[src/rtl/dspc_pkg.sv]
package dspc_pkg;
    localparam int REG_W        = 16;
    localparam int FS_W         = 3;
    localparam int N_ICPT       = 5;
    localparam int N_TKO        = 2;
    localparam int N_RATE       = 6;
    localparam int N_MBOX       = 2;

    localparam int FS_LSB       = 0;
    localparam int ICPT_LSB     = 3;
    localparam int TKO_LSB      = 8;
    localparam int FIFO_RS_BIT  = 10;
    localparam int MODEM_RS_BIT = 11;
    localparam int MODEM_EN_BIT = 12;
    localparam int IRQ_BIT      = 13;
    localparam int MB0_BIT      = 14;
    localparam int MB1_BIT      = 15;

    typedef struct packed {
        logic              men;
        logic [N_TKO-1:0]  tko;
        logic [N_ICPT-1:0] icpt;
        logic [FS_W-1:0]   fs_sel;
    } cfg_t;
endpackage

[src/rtl/dspc_regs.sv]
module dspc_regs
    import dspc_pkg::*;
#(
    parameter int ADDR_W    = 4,
    parameter int CTRL_ADDR = 0,
    parameter int MB0_ADDR  = 1,
    parameter int MB1_ADDR  = 2
) (
    input  logic              clk_i,
    input  logic              rst_ni,
    input  logic [ADDR_W-1:0] addr_i,
    input  logic [REG_W-1:0]  wdata_i,
    input  logic              wr_i,
    input  logic              rd_i,
    output cfg_t              cfg_o,
    output logic              fifo_rs_o,
    output logic              modem_rs_o,
    output logic              irq_req_o,
    output logic [REG_W-1:0]  rdata_o
);
    typedef struct packed {
        cfg_t              cfg;
        logic              fifo_rs;
        logic              modem_rs;
        logic [N_MBOX-1:0] mbox;
    } regs_t;

    regs_t             d, q;
    logic              ctrl_hit;
    logic              ctrl_wr;
    logic [N_MBOX-1:0] mb_hit;
    logic [REG_W-1:0]  view;
    logic              unused_wbits;

    assign ctrl_hit = (addr_i == ADDR_W'(CTRL_ADDR));
    assign ctrl_wr  = wr_i && ctrl_hit;
    assign unused_wbits = ^{wdata_i[MB1_BIT], wdata_i[MB0_BIT]};

    for (genvar i = 0; i < N_MBOX; i++) begin : g_mb
        assign mb_hit[i] = (addr_i == ADDR_W'((i == 0) ? MB0_ADDR : MB1_ADDR));
    end

    always_comb begin
        d          = q;
        d.fifo_rs  = 1'b0;
        d.modem_rs = 1'b0;
        if (ctrl_wr) begin
            d.cfg.fs_sel = wdata_i[FS_LSB +: FS_W];
            d.cfg.icpt   = wdata_i[ICPT_LSB +: N_ICPT];
            d.cfg.tko    = wdata_i[TKO_LSB +: N_TKO];
            d.cfg.men    = wdata_i[MODEM_EN_BIT];
            d.fifo_rs    = wdata_i[FIFO_RS_BIT];
            d.modem_rs   = wdata_i[MODEM_RS_BIT];
        end
        for (int i = 0; i < N_MBOX; i++) begin
            if (wr_i && mb_hit[i])      d.mbox[i] = 1'b1;
            else if (rd_i && mb_hit[i]) d.mbox[i] = 1'b0;
        end
    end

    always_ff @(posedge clk_i or negedge rst_ni) begin
        if (!rst_ni) q <= '0;
        else         q <= d;
    end

    always_comb begin
        view                        = '0;
        view[FS_LSB +: FS_W]        = q.cfg.fs_sel;
        view[ICPT_LSB +: N_ICPT]    = q.cfg.icpt;
        view[TKO_LSB +: N_TKO]      = q.cfg.tko;
        view[MODEM_EN_BIT]          = q.cfg.men;
        view[MB0_BIT]               = q.mbox[0];
        view[MB1_BIT]               = q.mbox[1];
    end

    assign rdata_o    = (rd_i && ctrl_hit) ? view : '0;
    assign cfg_o      = q.cfg;
    assign fifo_rs_o  = q.fifo_rs;
    assign modem_rs_o = q.modem_rs;
    assign irq_req_o  = ctrl_wr && wdata_i[IRQ_BIT];


    fifo_pulse_chk: assert property (@(posedge clk_i) disable iff (!rst_ni)
        (ctrl_wr && wdata_i[FIFO_RS_BIT]) |=> fifo_rs_o);

    fifo_idle_chk: assert property (@(posedge clk_i) disable iff (!rst_ni)
        !(ctrl_wr && wdata_i[FIFO_RS_BIT]) |=> !fifo_rs_o);

    modem_pulse_chk: assert property (@(posedge clk_i) disable iff (!rst_ni)
        (ctrl_wr && wdata_i[MODEM_RS_BIT]) |=> modem_rs_o);

    modem_idle_chk: assert property (@(posedge clk_i) disable iff (!rst_ni)
        !(ctrl_wr && wdata_i[MODEM_RS_BIT]) |=> !modem_rs_o);

    icpt_load_chk: assert property (@(posedge clk_i) disable iff (!rst_ni)
        ctrl_wr |=> (cfg_o.icpt == $past(wdata_i[ICPT_LSB +: N_ICPT])));

    cfg_hold_chk: assert property (@(posedge clk_i) disable iff (!rst_ni)
        !ctrl_wr |=> $stable(cfg_o));

    mb0_write_chk: assert property (@(posedge clk_i) disable iff (!rst_ni)
        (wr_i && mb_hit[0]) |=> q.mbox[0]);

    mb1_read_chk: assert property (@(posedge clk_i) disable iff (!rst_ni)
        (rd_i && !wr_i && mb_hit[1]) |=> !q.mbox[1]);

    rdata_idle_chk: assert property (@(posedge clk_i) disable iff (!rst_ni)
        !rd_i |-> (rdata_o == '0));
endmodule

[src/rtl/dspc_fsync.sv]
module dspc_fsync
    import dspc_pkg::*;
(
    input  logic              clk_i,
    input  logic              rst_ni,
    input  logic [FS_W-1:0]   sel_i,
    input  logic [N_RATE-1:0] rate_stb_i,
    output logic              fsync_o
);
    localparam int SPAN = 1 << FS_W;

    logic [SPAN-1:0] padded;
    logic            fsync_d, fsync_q;

    assign padded = SPAN'(rate_stb_i);

    always_comb begin
        fsync_d = padded[sel_i];
    end

    always_ff @(posedge clk_i or negedge rst_ni) begin
        if (!rst_ni) fsync_q <= 1'b0;
        else         fsync_q <= fsync_d;
    end

    assign fsync_o = fsync_q;


    fsync_reserved_chk: assert property (@(posedge clk_i) disable iff (!rst_ni)
        (int'(sel_i) >= N_RATE) |=> !fsync_o);

    fsync_quiet_chk: assert property (@(posedge clk_i) disable iff (!rst_ni)
        (rate_stb_i == '0) |=> !fsync_o);
endmodule

[src/rtl/dspc_irq.sv]
module dspc_irq (
    input  logic clk_i,
    input  logic rst_ni,
    input  logic set_req_i,
    input  logic irq_en_i,
    input  logic ack_i,
    output logic irq_o
);
    logic irq_d, irq_q;
    logic set_ok;

    assign set_ok = set_req_i && irq_en_i;

    always_comb begin
        irq_d = irq_q;
        if (set_ok)     irq_d = 1'b1;
        else if (ack_i) irq_d = 1'b0;
    end

    always_ff @(posedge clk_i or negedge rst_ni) begin
        if (!rst_ni) irq_q <= 1'b0;
        else         irq_q <= irq_d;
    end

    assign irq_o = irq_q;


    irq_set_chk: assert property (@(posedge clk_i) disable iff (!rst_ni)
        set_ok |=> irq_o);

    irq_hold_chk: assert property (@(posedge clk_i) disable iff (!rst_ni)
        (irq_o && !ack_i) |=> irq_o);

    irq_gate_chk: assert property (@(posedge clk_i) disable iff (!rst_ni)
        (!irq_o && !set_ok) |=> !irq_o);

    irq_clear_chk: assert property (@(posedge clk_i) disable iff (!rst_ni)
        (ack_i && !set_ok) |=> !irq_o);
endmodule

[src/rtl/dsp_port_ctrl.sv]
module dsp_port_ctrl
    import dspc_pkg::*;
#(
    parameter int ADDR_W    = 4,
    parameter int CTRL_ADDR = 0,
    parameter int MB0_ADDR  = 1,
    parameter int MB1_ADDR  = 2
) (
    input  logic              clk_i,
    input  logic              rst_ni,
    input  logic [ADDR_W-1:0] addr_i,
    input  logic [15:0]       wdata_i,
    input  logic              wr_i,
    input  logic              rd_i,
    output logic [15:0]       rdata_o,
    input  logic [5:0]        rate_stb_i,
    input  logic              irq_en_i,
    input  logic              irq_ack_i,
    output logic              fsync_o,
    output logic [4:0]        intercept_en_o,
    output logic [1:0]        takeover_en_o,
    output logic              modem_en_o,
    output logic              fifo_resync_o,
    output logic              modem_resync_o,
    output logic              host_irq_o
);
    cfg_t cfg;
    logic irq_req;

    dspc_regs #(
        .ADDR_W   (ADDR_W),
        .CTRL_ADDR(CTRL_ADDR),
        .MB0_ADDR (MB0_ADDR),
        .MB1_ADDR (MB1_ADDR)
    ) u_regs (
        .clk_i     (clk_i),
        .rst_ni    (rst_ni),
        .addr_i    (addr_i),
        .wdata_i   (wdata_i),
        .wr_i      (wr_i),
        .rd_i      (rd_i),
        .cfg_o     (cfg),
        .fifo_rs_o (fifo_resync_o),
        .modem_rs_o(modem_resync_o),
        .irq_req_o (irq_req),
        .rdata_o   (rdata_o)
    );

    dspc_fsync u_fsync (
        .clk_i     (clk_i),
        .rst_ni    (rst_ni),
        .sel_i     (cfg.fs_sel),
        .rate_stb_i(rate_stb_i),
        .fsync_o   (fsync_o)
    );

    dspc_irq u_irq (
        .clk_i    (clk_i),
        .rst_ni   (rst_ni),
        .set_req_i(irq_req),
        .irq_en_i (irq_en_i),
        .ack_i    (irq_ack_i),
        .irq_o    (host_irq_o)
    );

    assign intercept_en_o = cfg.icpt;
    assign takeover_en_o  = cfg.tko;
    assign modem_en_o     = cfg.men;
endmodule

[config.mk]
export PLATFORM = sky130hd
export DESIGN_NAME = dsp_port_ctrl
export DESIGN_NICKNAME = d
export VERILOG_FILES = /design/src/rtl/dspc_pkg.sv /design/src/rtl/dspc_regs.sv /design/src/rtl/dspc_fsync.sv /design/src/rtl/dspc_irq.sv /design/src/rtl/dsp_port_ctrl.sv
export SDC_FILE = /design/constraint.sdc
export NUM_CORES = 1
export LEC_CHECK = 0
export ABC_AREA = 0
export BUFFER_PORTS_ARGS = -buffer_cell sky130_fd_sc_hd__buf_2
export CELL_PAD_IN_SITES_DETAIL_PLACEMENT = 1
export CELL_PAD_IN_SITES_GLOBAL_PLACEMENT = 1
export CORE_MARGIN = 2
export CORE_UTILIZATION = 32
export CTS_CLUSTER_DIAMETER = 100
export DETAILED_ROUTE_END_ITERATION = 6
export HOLD_SLACK_MARGIN = 0.02
export PLACE_DENSITY = 0.83
export SYNTH_ARGS = -nofsm -noshare
export SYNTH_HDL_FRONTEND = slang
export SYNTH_SLANG_ARGS = --single-unit
[constraint.sdc]
create_clock -name clk_i -period 4.11 [get_ports clk_i]
set_input_delay 1.233 -clock clk_i [delete_from_list [all_inputs] [get_ports clk_i]]
set_output_delay 1.233 -clock clk_i [all_outputs]
set_load 0.01 [all_outputs]
Yosys cells after proc, flatten, opt, wreduce, memory -nomap -nowiden

Cells that the tools add are included.

Add/sub/neg operators: 0
$mul: 0
Divide/modulo/power cells: 0
Order comparisons: 1
Eq/ne operators: 2
Shifts and indexed selects: 0
Muxes and demuxes: 10
Bitwise operators: 0
Reduce and logical (&&, ||, !) cells: 12

Operators with widths:

| operator             | count |
|---|---|
| $mux W16             | 1 |
| $logic_and A1 B1 Y1  | 8 |
| $mux W1              | 7 |
| $reduce_bool A2 Y1   | 3 |
| $eq A4 B1 Y1 const B | 1 |
| $eq A4 B2 Y1 const B | 1 |
| $logic_not A4 Y1     | 1 |
| $lt A3 B4 Y1 const B | 1 |
| $bmux W1 S3          | 1 |
| $mux W2              | 1 |

Bits in registers: 17
Latch bits: 0
Memory bits (writable): 0
Bits in read-only memories: 0
Input bits: 32
Memories: 0

Depth between registers and ports, before layout

Gate-level depths: netlist of the first run.

Word-level depth: 5
Gate-level depth with buffers: 4
Gate-level depth less buffers: 3

Hierarchy

A second synthesis of the first run with hierarchy kept.

Cells, all modules: 78
Area, all modules: 958.4 µm²

Modules (own cells, without submodules):

| module     | times used | cells each | area an instance (µm²) | seq. area each (µm²) |
|---|---|---|---|---|
| dspc_regs  | 1          | 68         | 840.8                  | 375.4 |
| dspc_fsync | 1          | 6          | 76.3                   | 25.0 |
| dspc_irq   | 1          | 4          | 41.3                   | 25.0 |

Worst setup path after synthesis of the first run

Ideal clock, no wire load.

Path kind: input to output
Start point: input addr_i[1]
End point: output rdata_o[12]
Arrival time: 2.042 ns
Required time: 2.877 ns
Path slack: 0.835 ns
Stages: 3
Cell sequence: nor4_4 -> clkbuf_1 -> and3_1

Longest elaborated chain between the ends: 3

RTL lines:

| what                | line                | RTL |
|---|---|---|
| start, declared     | dsp_port_ctrl.sv:11 | `input logic [ADDR_W-1:0] addr_i,` |
| $logic_not A4 Y1    | dspc_regs.sv:35     | `assign ctrl_hit = (addr_i == ADDR_W'(CTRL_ADDR));` |
| $logic_and A1 B1 Y1 | dspc_regs.sv:76     | `assign rdata_o = (rd_i && ctrl_hit) ? view : '0;` |
| $mux W16            | dspc_regs.sv:76     |  |
| end, declared       | dsp_port_ctrl.sv:15 | `output logic [15:0] rdata_o,` |

Every way passes these cells.

Final worst setup path of the first run

Start point: input addr_i[1]
End point: output rdata_o[9]

The elaborated chain is that of the path after synthesis.

==> results of run 1 <==
==> final cells by class <==
cell class | instances | area (um2) | share of cell area, %
clock buffers | 4 | 26.3 | 2.26
inverters | 1 | 3.75 | 0.323
multi-input cells | 43 | 389 | 33.5
flip-flops and latches | 17 | 425 | 36.6
well taps | 31 | 38.8 | 3.34
repair buffers | 55 | 278 | 23.9
==> sequential cells by signal, summed over array words and instances, names as in the netlist <==
signal             cells
u_fsync.fsync_o        1
u_irq.irq_o            1
u_regs.cfg_o          11
u_regs.fifo_rs_o       1
u_regs.modem_rs_o      1
u_regs.q               2
==> how the worst max path moves through the flow <==
stage	endpoint	from	slack, ns	cells past startpoint
after floorplan	rdata_o[12]	addr_i[1]	0.83	3
after global placement	rdata_o[14]	addr_i[1]	0.58	5
after detailed placement	rdata_o[9]	addr_i[1]	0.58	5
after CTS	rdata_o[14]	addr_i[1]	0.58	5
after global routing	rdata_o[3]	addr_i[1]	0.51	5
final	rdata_o[9]	addr_i[1]	0.60	5
==> cell usage after synthesis <==
master / n
nand2_2: 1
buf_4: 10
nor3_1: 1
clkbuf_1: 2
buf_6: 1
nor2_1: 1
nand3_1: 1
mux2_4: 9
a22o_1: 1
and3_1: 15
inv_1: 1
conb_1: 1
a32o_1: 1
nand2_1: 2
mux2_2: 3
nor4_4: 1
o22ai_1: 1
nor4b_1: 1
mux2i_1: 1
mux4_2: 1
dfrtp_1: 17
==> per-layer routing <==
metal | vias up | share of wire [%] | global-route usage (%)
li1 | 337 | - | -
met1 | 363 | 38 | 17.4
met2 | 37 | 54 | 27.1
met3 | 2 | 6.7 | 2.27
met4 | 0 | 1.2 | 6.98
met5 | - | 0 | 0
==> per-stage QoR <==
step                      instances  total power [mW]  util, %  hold slack, ns
after floorplan                  74             0.315        -           0.458
after global placement          147             0.339     41.9           0.474
after detailed placement        147             0.348     41.9           0.478
after CTS                       151             0.440     42.8           0.501
after global routing            151             0.461     42.8           0.535
final                           151             0.431     42.8           0.501
==> cell families after synthesis <==
kind of cell	Yosys count
muxes	14
and+or+nand+nor	23
buffers and inverters	14
other	1
AOI/OAI and AO/OA	3
DFF	17
==> power by group through the flow <==
stage / clock network, mW / registers [mW] / logic (mW)
2_1_floorplan: 0 / 0.224 / 0.0903
3_3_place_gp: 0 / 0.225 / 0.114
3_5_place_dp: 0 / 0.229 / 0.119
4_1_cts: 0.0944 / 0.226 / 0.120
5_1_grt: 0.102 / 0.232 / 0.127
6_report: 0.0889 / 0.225 / 0.117
==> out/metrics.csv, run 1 <==
stage,metric,value,unit
cells_and_area,design_area,0.00116,mm2
sta,skew,0.00395,ns
logic_synthesis,synthXorXnorAreaFrac,0,%
detailed_routing,drtIter0Drc,28,
die,num_io_pins,60,
cells_and_area,drive_gt1_share,60.8,%
die,start_util,33.4,%
setup_path,crit_chain,buf_2 -> nor4_4 -> buf_4 -> and3_1 -> buf_2,
run_status,outcome,"complete, no violations",
cells_and_area,final_cell_mix,"buf_2 (54), dfrtp_1 (17), and3_1 (15)",
power_and_ir_drop,ir_worst_vdd,139,uV
clock_tree,root_buffer,clkbuf_4,
sta,setup_viol,0,
die,core,0.00271,mm2
sta,fin_ws,0.598,ns
logic_synthesis,synth_area,905,um2
worst_hold_path,hold_path_class,flip-flop to flip-flop,
sta,finalCritPeriodShare,85.5,%
setup_path,crit_path_start_kind,input port,
setup_path,path_buf_inv,3,
placement,place_congestion,0.657,
detailed_routing,ant_nets,0,
clock_tree,clockBufferDepth,2,
logic_synthesis,yosys.area_share.simple,16.7,%
logic_synthesis,ys_types,21,
setup_path,timing.rr.end,u_fsync.fsync_o$_DFF_PN0_,
logic_synthesis,synth_compound_area_share,2.77,%
global_routing,grt.total_usage,15.0,%
logic_synthesis,synth_top_family_by_area,multiplexers,
die,rows,19,
setup_path,worstSetupEndpointType,output port,
logic_synthesis,yosysWarnings,0,
power_and_ir_drop,combPwrFrac,27.1,%
clock_tree,postCtsSetupBuffers,0,
detailed_routing,routed_via_density,4.89,
placement,dpl_worst_slack,0.580,ns
cells_and_area,area_growth,28.4,%
global_routing,grt_pass1_wl,3720,um
setup_path,cp_max_fo,10,
detailed_routing,wl_per_cell,14.6,um
global_routing,grt_antenna_before_repair,0,
sta,rsz0062_at_grt,false,
clock_tree,cts_num_sinks,17,
logic_synthesis,muxShareOfSynthArea,22.3,%
power_and_ir_drop,p_clk_share,20.6,%
placement,post-dp-hpwl,1760,um
global_routing,grt_pass1_vias,790,
sta,fin_crit,3.51,ns
clock_tree,cts_tree,built,
sta,setup_tns,0,ns
sta,slew_viol_final,0,
logic_synthesis,synth.largest_area_cell,dfrtp_1,
logic_synthesis,synth_top_area_share,47.0,%
clock_tree,ctsHoldBuffers,0,
power_and_ir_drop,swShare,28.4,%
die,fp.dieArea,0.00327,mm2
setup_path,r2r_cells,2,
clock_tree,cts_made_buffers,3,
logic_synthesis,seq_area_frac_synth,47.0,%
logic_synthesis,synth_cells,72,
placement,port_buffers,54,
die,die_height,57.2,um
detailed_routing,drtPass1Iterations,4,
clock_tree,cts.reportedPaths.clkPinSlew,0.10,ns
detailed_routing,drc,0,
setup_path,cp_slowest_stage_delay,0.40,ns
logic_synthesis,syn_avg_cell_area,12.6,um2
clock_tree,htree_num_levels,1,
worst_hold_path,hold_path.startpoint,u_regs.q[0]$_DFFE_PN0P_,
power_and_ir_drop,p_seq_share,52.2,%
setup_path,cp.arrival,2.28,ns
logic_synthesis,synthTopCellsByArea,"dfrtp_1 (47%), mux2_4 (15%), and3_1 (10%)",
clock_tree,ctsResizeCount,0,
detailed_routing,route.vias.total,739,
logic_synthesis,yosys.area_share.adder,0,%
worst_hold_path,hold_depth,1,
setup_path,required,2.88,ns
setup_path,reg2reg_slack,2.78,ns
global_routing,grt_max_degree,18,
cells_and_area,antenna_cells,0,
placement,dpl-instance-area,0.00113,mm2
setup_path,path_class,input port to output port,
clock_tree,clock_latency,0.28,ns
setup_path,crit_family,simple AND/OR/NAND/NOR gates,
setup_path,timing.rr.start,u_regs.cfg_o[0]$_DFFE_PN0P_,
global_routing,overflow,0,
power_and_ir_drop,leakage,0.705,nW
power_and_ir_drop,p_sw,122,uW
job,drv_cap,0,
detailed_routing,wl,2210,um
die,die_w,57.2,um
cells_and_area,final_common_cell,buf_2,
cells_and_area,fillCellCount,329,
sta,max_freq,0.285,GHz
worst_hold_path,hold-path-endpoint,u_regs.q[0]$_DFFE_PN0P_,
logic_synthesis,synth-seq-cells,17,
setup_path,path_common_cell,buf_2,
cells_and_area,nets,153,
setup_path,slowest_stage,nor4_4,
sta,timing.final.hold_violations,0,
power_and_ir_drop,power.density,371,mW/mm2
power_and_ir_drop,p_int,308,uW
No activity file was read; power rests on OpenSTA's default activity.
==> run 2, diff against run 1 <==
==> constraint.sdc (replaced) <==
create_clock -name clk_i -period 4.11 [get_ports clk_i]
set_input_delay 0 -clock clk_i [delete_from_list [all_inputs] [get_ports clk_i]]
set_output_delay 0 -clock clk_i [all_outputs]
set_load 0.01 [all_outputs]
==> out/metrics.csv, run 2 (same netlist as run 1, synthesis figures left out) <==
stage,metric,value,unit
run_status,outcome,"complete, no violations",
power_and_ir_drop,power.density,332,mW/mm2
cells_and_area,final_common_cell,buf_2,
cells_and_area,final_cell_mix,"buf_2 (54), dlygate4sd3_1 (17), dfrtp_1 (17)",
detailed_routing,wl_per_cell,14.5,um
sta,slew_viol_final,0,
job,drv_cap,0,
setup_path,required,4.33,ns
setup_path,cp_max_fo,16,
power_and_ir_drop,power,440,uW
detailed_routing,routed_via_density,4.80,
detailed_routing,drc,0,
placement,dp.cells,146,
global_routing,grt_pass1_vias,849,
power_and_ir_drop,ir_worst_vdd,165,uV
cells_and_area,drive_gt1_share,52.9,%
detailed_routing,ant_nets,0,
die,core,0.00271,mm2
die,die_height,57.2,um
die,die_w,57.2,um
clock_tree,root_buffer,clkbuf_4,
setup_path,worstSetupEndpointType,flip-flop,
clock_tree,clock_latency,0.28,ns
worst_hold_path,hold_path_class,input port to flip-flop,
cells_and_area,largest_register_ff_count,11,
die,rows,19,
placement,place_congestion,0.634,
sta,holdWs,0.0399,ns
sta,setup_viol,0,
clock_tree,cts_made_buffers,3,
setup_path,cp.arrival,1.98,ns
sta,rsz0062_at_grt,false,
setup_path,path_class,input port to flip-flop,
detailed_routing,drtIter0Drc,17,
sta,fin_crit,1.76,ns
sta,timing.final.hold_violations,0,
clock_tree,clockBufferDepth,2,
power_and_ir_drop,leakage,0.776,nW
setup_path,timing.rr.start,u_regs.cfg_o[0]$_DFFE_PN0P_,
sta,setup_tns,0,ns
setup_path,crit_start,addr_i[1],
detailed_routing,met1_length,901,um
detailed_routing,met3_length,158,um
cells_and_area,fin_util,48.8,%
cells_and_area,area_growth,46.3,%
clock_tree,htree_num_levels,1,
cells_and_area,nets,169,
cells_and_area,instances_no_fill,167,
detailed_routing,route.vias.total,802,
sta,tightest_slew,0.691,ns
setup_path,reg2reg_slack,2.78,ns
setup_path,crit_path_start_kind,input port,
global_routing,grt_max_degree,18,
global_routing,grt_antenna_before_repair,0,
worst_hold_path,hold_path.startpoint,addr_i[0],
global_routing,grt.total_usage,15.8,%
sta,worst_slew_margin_rel,53.6,%
detailed_routing,route.met2.wl,1330,um
clock_tree,cts_tree,built,
detailed_routing,wl,2420,um
clock_tree,ctsResizeCount,0,
sta,skew,0.00570,ns
detailed_routing,topRoutingLayerUsed,met4,
global_routing,overflow,0,
global_routing,grt_pass1_wl,3900,um
placement,post-dp-hpwl,1740,um
sta,finalCritPeriodShare,42.9,%
die,num_io_pins,60,
die,start_util,33.4,%
die,fp.dieArea,0.00327,mm2
detailed_routing,drtPass1Iterations,4,
placement,port_buffers,54,
clock_tree,cts_num_sinks,17,
cells_and_area,antenna_cells,0,
clock_tree,cts.reportedPaths.clkPinSlew,0.10,ns
sta,max_freq,0.567,GHz
-- run 2: changes by cell type in the layout (fill, tap and decap cells not counted), sizes merged --
cell and delta:
dlygate4sd3 +17, buf -1
-- run 2: stage by stage --
stage	area [um2]	setup WS, ns
finish	1320	2.35
detailed placement	1130	2.37
floorplan	912	2.85
global route	1320	2.23
CTS	1320	2.37
global placement	1130	2.40
-- run 2: timing repair --
item	CTS	global route
hold buffers	17	0
setup buffers	0	0
hold endpoints to repair	31	0
-- run 2: cell type report --
type,count,area [um2]
sequential,17,425
multi-input combinational,43,389
timing repair buffer,71,440
clock buffer,4,26.3
tap,31,38.8
fill,341,1390
inverter,1,3.75
-- run 2: critical path, cell delays in order --
cell and delay, ns:
buf_2 0.13, nor4_4 0.65, nand2_2 0.42, o22ai_1 0.21, dlygate4sd3_1 0.56
-- run 2: layer usage --
layer | track usage (%) | up-vias
li1 | - | 373
met1 | 17.9 | 392
met2 | 29.7 | 35
met3 | 2.27 | 2
met4 | 5.98 | 0
met5 | 0 | -
-- run 2: power breakdown --
part | internal, mW | switching (mW) | leakage, nW | total, mW
Combinational | 0.0796 | 0.0485 | 0.548 | 0.128
Sequential | 0.200 | 0.0249 | 0.213 | 0.225
Clock | 0.0376 | 0.0486 | 0.0150 | 0.0862
-- run 2: path summary, 6_finish.rpt --
| path | depth (start not counted) | end |
|---|---|---|
| worst min register to register | 1 | u_regs.q[0]$_DFFE_PN0P_ |
| min in group asynchronous | 2 | u_regs.q[1]$_DFFE_PN0P_ |
| max in group asynchronous | 2 | u_regs.cfg_o[5]$_DFFE_PN0P_ |
| worst max register to register | 2 | u_fsync.fsync_o$_DFF_PN0_ |
| worst min-delay path | 2 | u_regs.q[0]$_DFFE_PN0P_ |
| worst max-delay path | 5 | u_irq.irq_o$_DFFE_PN0P_ |
==> run 3, diff against run 2 <==
--- a/config.mk
+++ b/config.mk
@@ -5,16 +5,16 @@
 export SDC_FILE = /design/constraint.sdc
 export NUM_CORES = 1
 export LEC_CHECK = 0
-export ABC_AREA = 0
+export ABC_AREA = 1
 export BUFFER_PORTS_ARGS = -buffer_cell sky130_fd_sc_hd__buf_2
 export CELL_PAD_IN_SITES_DETAIL_PLACEMENT = 1
 export CELL_PAD_IN_SITES_GLOBAL_PLACEMENT = 1
 export CORE_MARGIN = 2
-export CORE_UTILIZATION = 32
+export CORE_UTILIZATION = 30
 export CTS_CLUSTER_DIAMETER = 100
 export DETAILED_ROUTE_END_ITERATION = 6
 export HOLD_SLACK_MARGIN = 0.02
-export PLACE_DENSITY = 0.83
+export PLACE_DENSITY = 0.79
 export SYNTH_ARGS = -nofsm -noshare
 export SYNTH_HDL_FRONTEND = slang
 export SYNTH_SLANG_ARGS = --single-unit
==> constraint.sdc (replaced) <==
create_clock -name clk_i -period 1.8 [get_ports clk_i]
set_input_delay 0 -clock clk_i [delete_from_list [all_inputs] [get_ports clk_i]]
set_output_delay 0 -clock clk_i [all_outputs]
set_load 0.01 [all_outputs]
==> out/metrics.csv, run 3 <==
stage,metric,value,unit
logic_synthesis,synthTopCellsByArea,"dfrtp_1 (40%), inv_1 (9.9%), o21ai_2 (9.1%)",
worst_hold_path,hold_path_class,input port to flip-flop,
clock_tree,cts_num_sinks,17,
clock_tree,cts.reportedPaths.clkPinSlew,0.10,ns
clock_tree,root_buffer,clkbuf_4,
die,fp.dieArea,0.00403,mm2
logic_synthesis,async_flop_share,100,%
cells_and_area,final_cell_mix,"buf_2 (54), inv_1 (28), nand2_1 (20)",
global_routing,grt_antenna_before_repair,0,
detailed_routing,route.met2.wl,1360,um
sta,finalCritPeriodShare,84.2,%
placement,place_congestion,0.709,
logic_synthesis,ys_types,21,
sta,timing.final.hold_violations,0,
setup_path,required,2.03,ns
sta,fin_ws,0.284,ns
logic_synthesis,synth_edf_count,0,
setup_path,cp_max_fo,25,
job,drv_cap,0,
detailed_routing,wl,2620,um
detailed_routing,met1_length,1070,um
clock_tree,cts_made_buffers,3,
setup_path,r2r_cells,3,
cells_and_area,instances_no_fill,239,
die,core,0.00336,mm2
logic_synthesis,syn_avg_cell_area,8.36,um2
setup_path,path_class,input port to flip-flop,
detailed_routing,ant_nets,0,
detailed_routing,routed_via_density,4.07,
run_status,outcome,"complete, no violations",
sta,fin_crit,1.52,ns
placement,port_buffers,54,
detailed_routing,drc,0,
setup_path,cp_slowest_stage_delay,0.57,ns
sta,skew,0.00117,ns
logic_synthesis,synth_cells,127,
logic_synthesis,synth_area,0.00106,mm2
cells_and_area,area_growth,41.7,%
power_and_ir_drop,ir_worst_vdd,294,uV
placement,dp.cells,216,
sta,max_freq,0.660,GHz
global_routing,grt_pass1_vias,1005,
clock_tree,clockBufferDepth,2,
clock_tree,postCtsSetupBuffers,0,
logic_synthesis,synth_top_family_by_area,simple AND/OR/NAND/NOR gates,
global_routing,grt_max_degree,26,
setup_path,reg2reg_slack,0.60,ns
logic_synthesis,seq_area_frac_synth,40.0,%
cells_and_area,antenna_cells,0,
logic_synthesis,ys.flop_type,dfrtp_1,
setup_path,crit_path_start_kind,input port,
global_routing,grt_pass1_wl,4340,um
sta,setup_viol,0,
sta,rsz0062_at_grt,false,
cells_and_area,largest_register_ff_count,11,
logic_synthesis,yosys.area_share.simple,26.7,%
power_and_ir_drop,p_seq_share,48.3,%
die,rows,21,
placement,dpl_worst_slack,0.784,ns
worst_hold_path,hold_depth,3,
cells_and_area,final_common_cell,buf_2,
logic_synthesis,synth.largest_area_cell,dfrtp_1,
detailed_routing,wl_per_cell,11.0,um
sta,setup_tns,0,ns
detailed_routing,topRoutingLayerUsed,met3,
setup_path,worstSetupEndpointType,flip-flop,
logic_synthesis,muxShareOfSynthArea,0,%
cells_and_area,drive_gt1_share,47.2,%
logic_synthesis,synth_common_cells,"inv_1 (28), nand2_1 (20), dfrtp_1 (17), nor2_2 (12), o21ai_2 (11)",
die,start_util,31.6,%
cells_and_area,design_area,0.00151,mm2
logic_synthesis,synth_top_area_share,40.0,%
die,die_w,63.5,um
placement,post-dp-hpwl,1950,um
power_and_ir_drop,p_sw,350,uW
die,num_io_pins,60,
sta,slew_viol_final,0,
logic_synthesis,yosys.area_share.adder,0,%
logic_synthesis,yosys.cell_count.top_type,inv_1,
placement,dpl-instance-area,0.00129,mm2
power_and_ir_drop,combPwrFrac,31.8,%
setup_path,cp.arrival,1.75,ns
logic_synthesis,synth_compound_area_share,11.0,%
power_and_ir_drop,p_int,687,uW
logic_synthesis,synth-seq-cells,17,
setup_path,crit_chain,dlygate4sd3_1 -> buf_2 -> nand3_4 -> o22ai_2 -> dlygate4sd3_1,
clock_tree,htree_num_levels,1,
power_and_ir_drop,leakage,0.852,nW
global_routing,grt.total_usage,13.6,%
setup_path,path_common_cell,dlygate4sd3_1,
die,die_height,63.5,um
detailed_routing,drtIter0Drc,10,
clock_tree,clock_latency,0.29,ns
detailed_routing,met3_length,190,um
clock_tree,cts_tree,built,
detailed_routing,drtPass1Iterations,2,
logic_synthesis,yosysWarnings,0,
cells_and_area,nets,226,
power_and_ir_drop,p_clk_share,19.8,%
logic_synthesis,synthXorXnorAreaFrac,0,%
setup_path,slowest_stage,dlygate4sd3_1,
global_routing,overflow,0,
power_and_ir_drop,swShare,33.8,%
detailed_routing,route.vias.total,973,
power_and_ir_drop,power.density,689,mW/mm2
==> run 3: cell types whose count changed in the layout (fill, tap and decap cells not counted), sizes merged, moves of 11 or more <==
cell,before,now
and3,15,0
inv,1,31
mux2,12,0
nand2,3,23
nor2,1,18
o21ai,0,11
==> run 3: cell type report <==
cell class / count / area, um2
fillers: 434 / 1860
repair buffers: 73 / 460
flip-flops and latches: 17 / 425
multi-input cells: 66 / 412
inverters: 33 / 124
well taps: 46 / 57.6
clock buffers: 4 / 26.3
==> run 3: final timing paths <==
check	from	to
max	wr_i	u_irq.irq_o$_DFFE_PN0P_
min reg2reg	u_regs.q[0]$_DFFE_PN0P_	u_regs.q[0]$_DFFE_PN0P_
min in group asynchronous	rst_ni	u_regs.modem_rs_o$_DFF_PN0_
max in group asynchronous	rst_ni	u_regs.q[0]$_DFFE_PN0P_
min	addr_i[1]	u_regs.q[1]$_DFFE_PN0P_
max reg2reg	u_irq.irq_o$_DFFE_PN0P_	u_irq.irq_o$_DFFE_PN0P_
==> run 3: worst max-delay path: cells and delay by family <==
family          cells  cell delay (ns)
compound gates      1             0.18
buf+inv             3             1.25
simple gates        1             0.31
==> run 3: routing by layer <==
metal | up-vias | global-route usage [%]
met4 | 0 | 4.08
li1 | 491 | -
met1 | 442 | 15.8
met5 | - | 0
met3 | 0 | 3.75
met2 | 40 | 24.2
==> run 3: power groups by stage <==
stage	Clock [mW]	Sequential (mW)	Combinational, mW
after CTS	0.219	0.503	0.334
after detailed placement	0	0.509	0.304
after global placement	0	0.507	0.288
after floorplan	0	0.506	0.228
final	0.206	0.501	0.330
after global routing	0.239	0.515	0.369
==> run 3: logic make-up after synthesis <==
kind of cell,after synthesis
simple gates,50
compound gates,13
flops,17
other cells,1
buf+inv,46
==> run 3: timing repair <==
action	4_1_cts	5_1_grt
gates resized for setup	0	0
endpoints found under the hold margin	34	0
hold buffers	19	0
==> run 3: stage by stage <==
| step | utilization (%) | hold WS [ns] | power [mW] |
|---|---|---|---|
| after floorplan | - | -0.296 | 0.734 |
| after global placement | 38.3 | -0.0533 | 0.795 |
| after detailed placement | 38.3 | -0.0506 | 0.814 |
| after CTS | 44.8 | 0.0239 | 1.06 |
| after global routing | 44.8 | 0.0267 | 1.12 |
| final | 44.8 | 0.0292 | 1.04 |
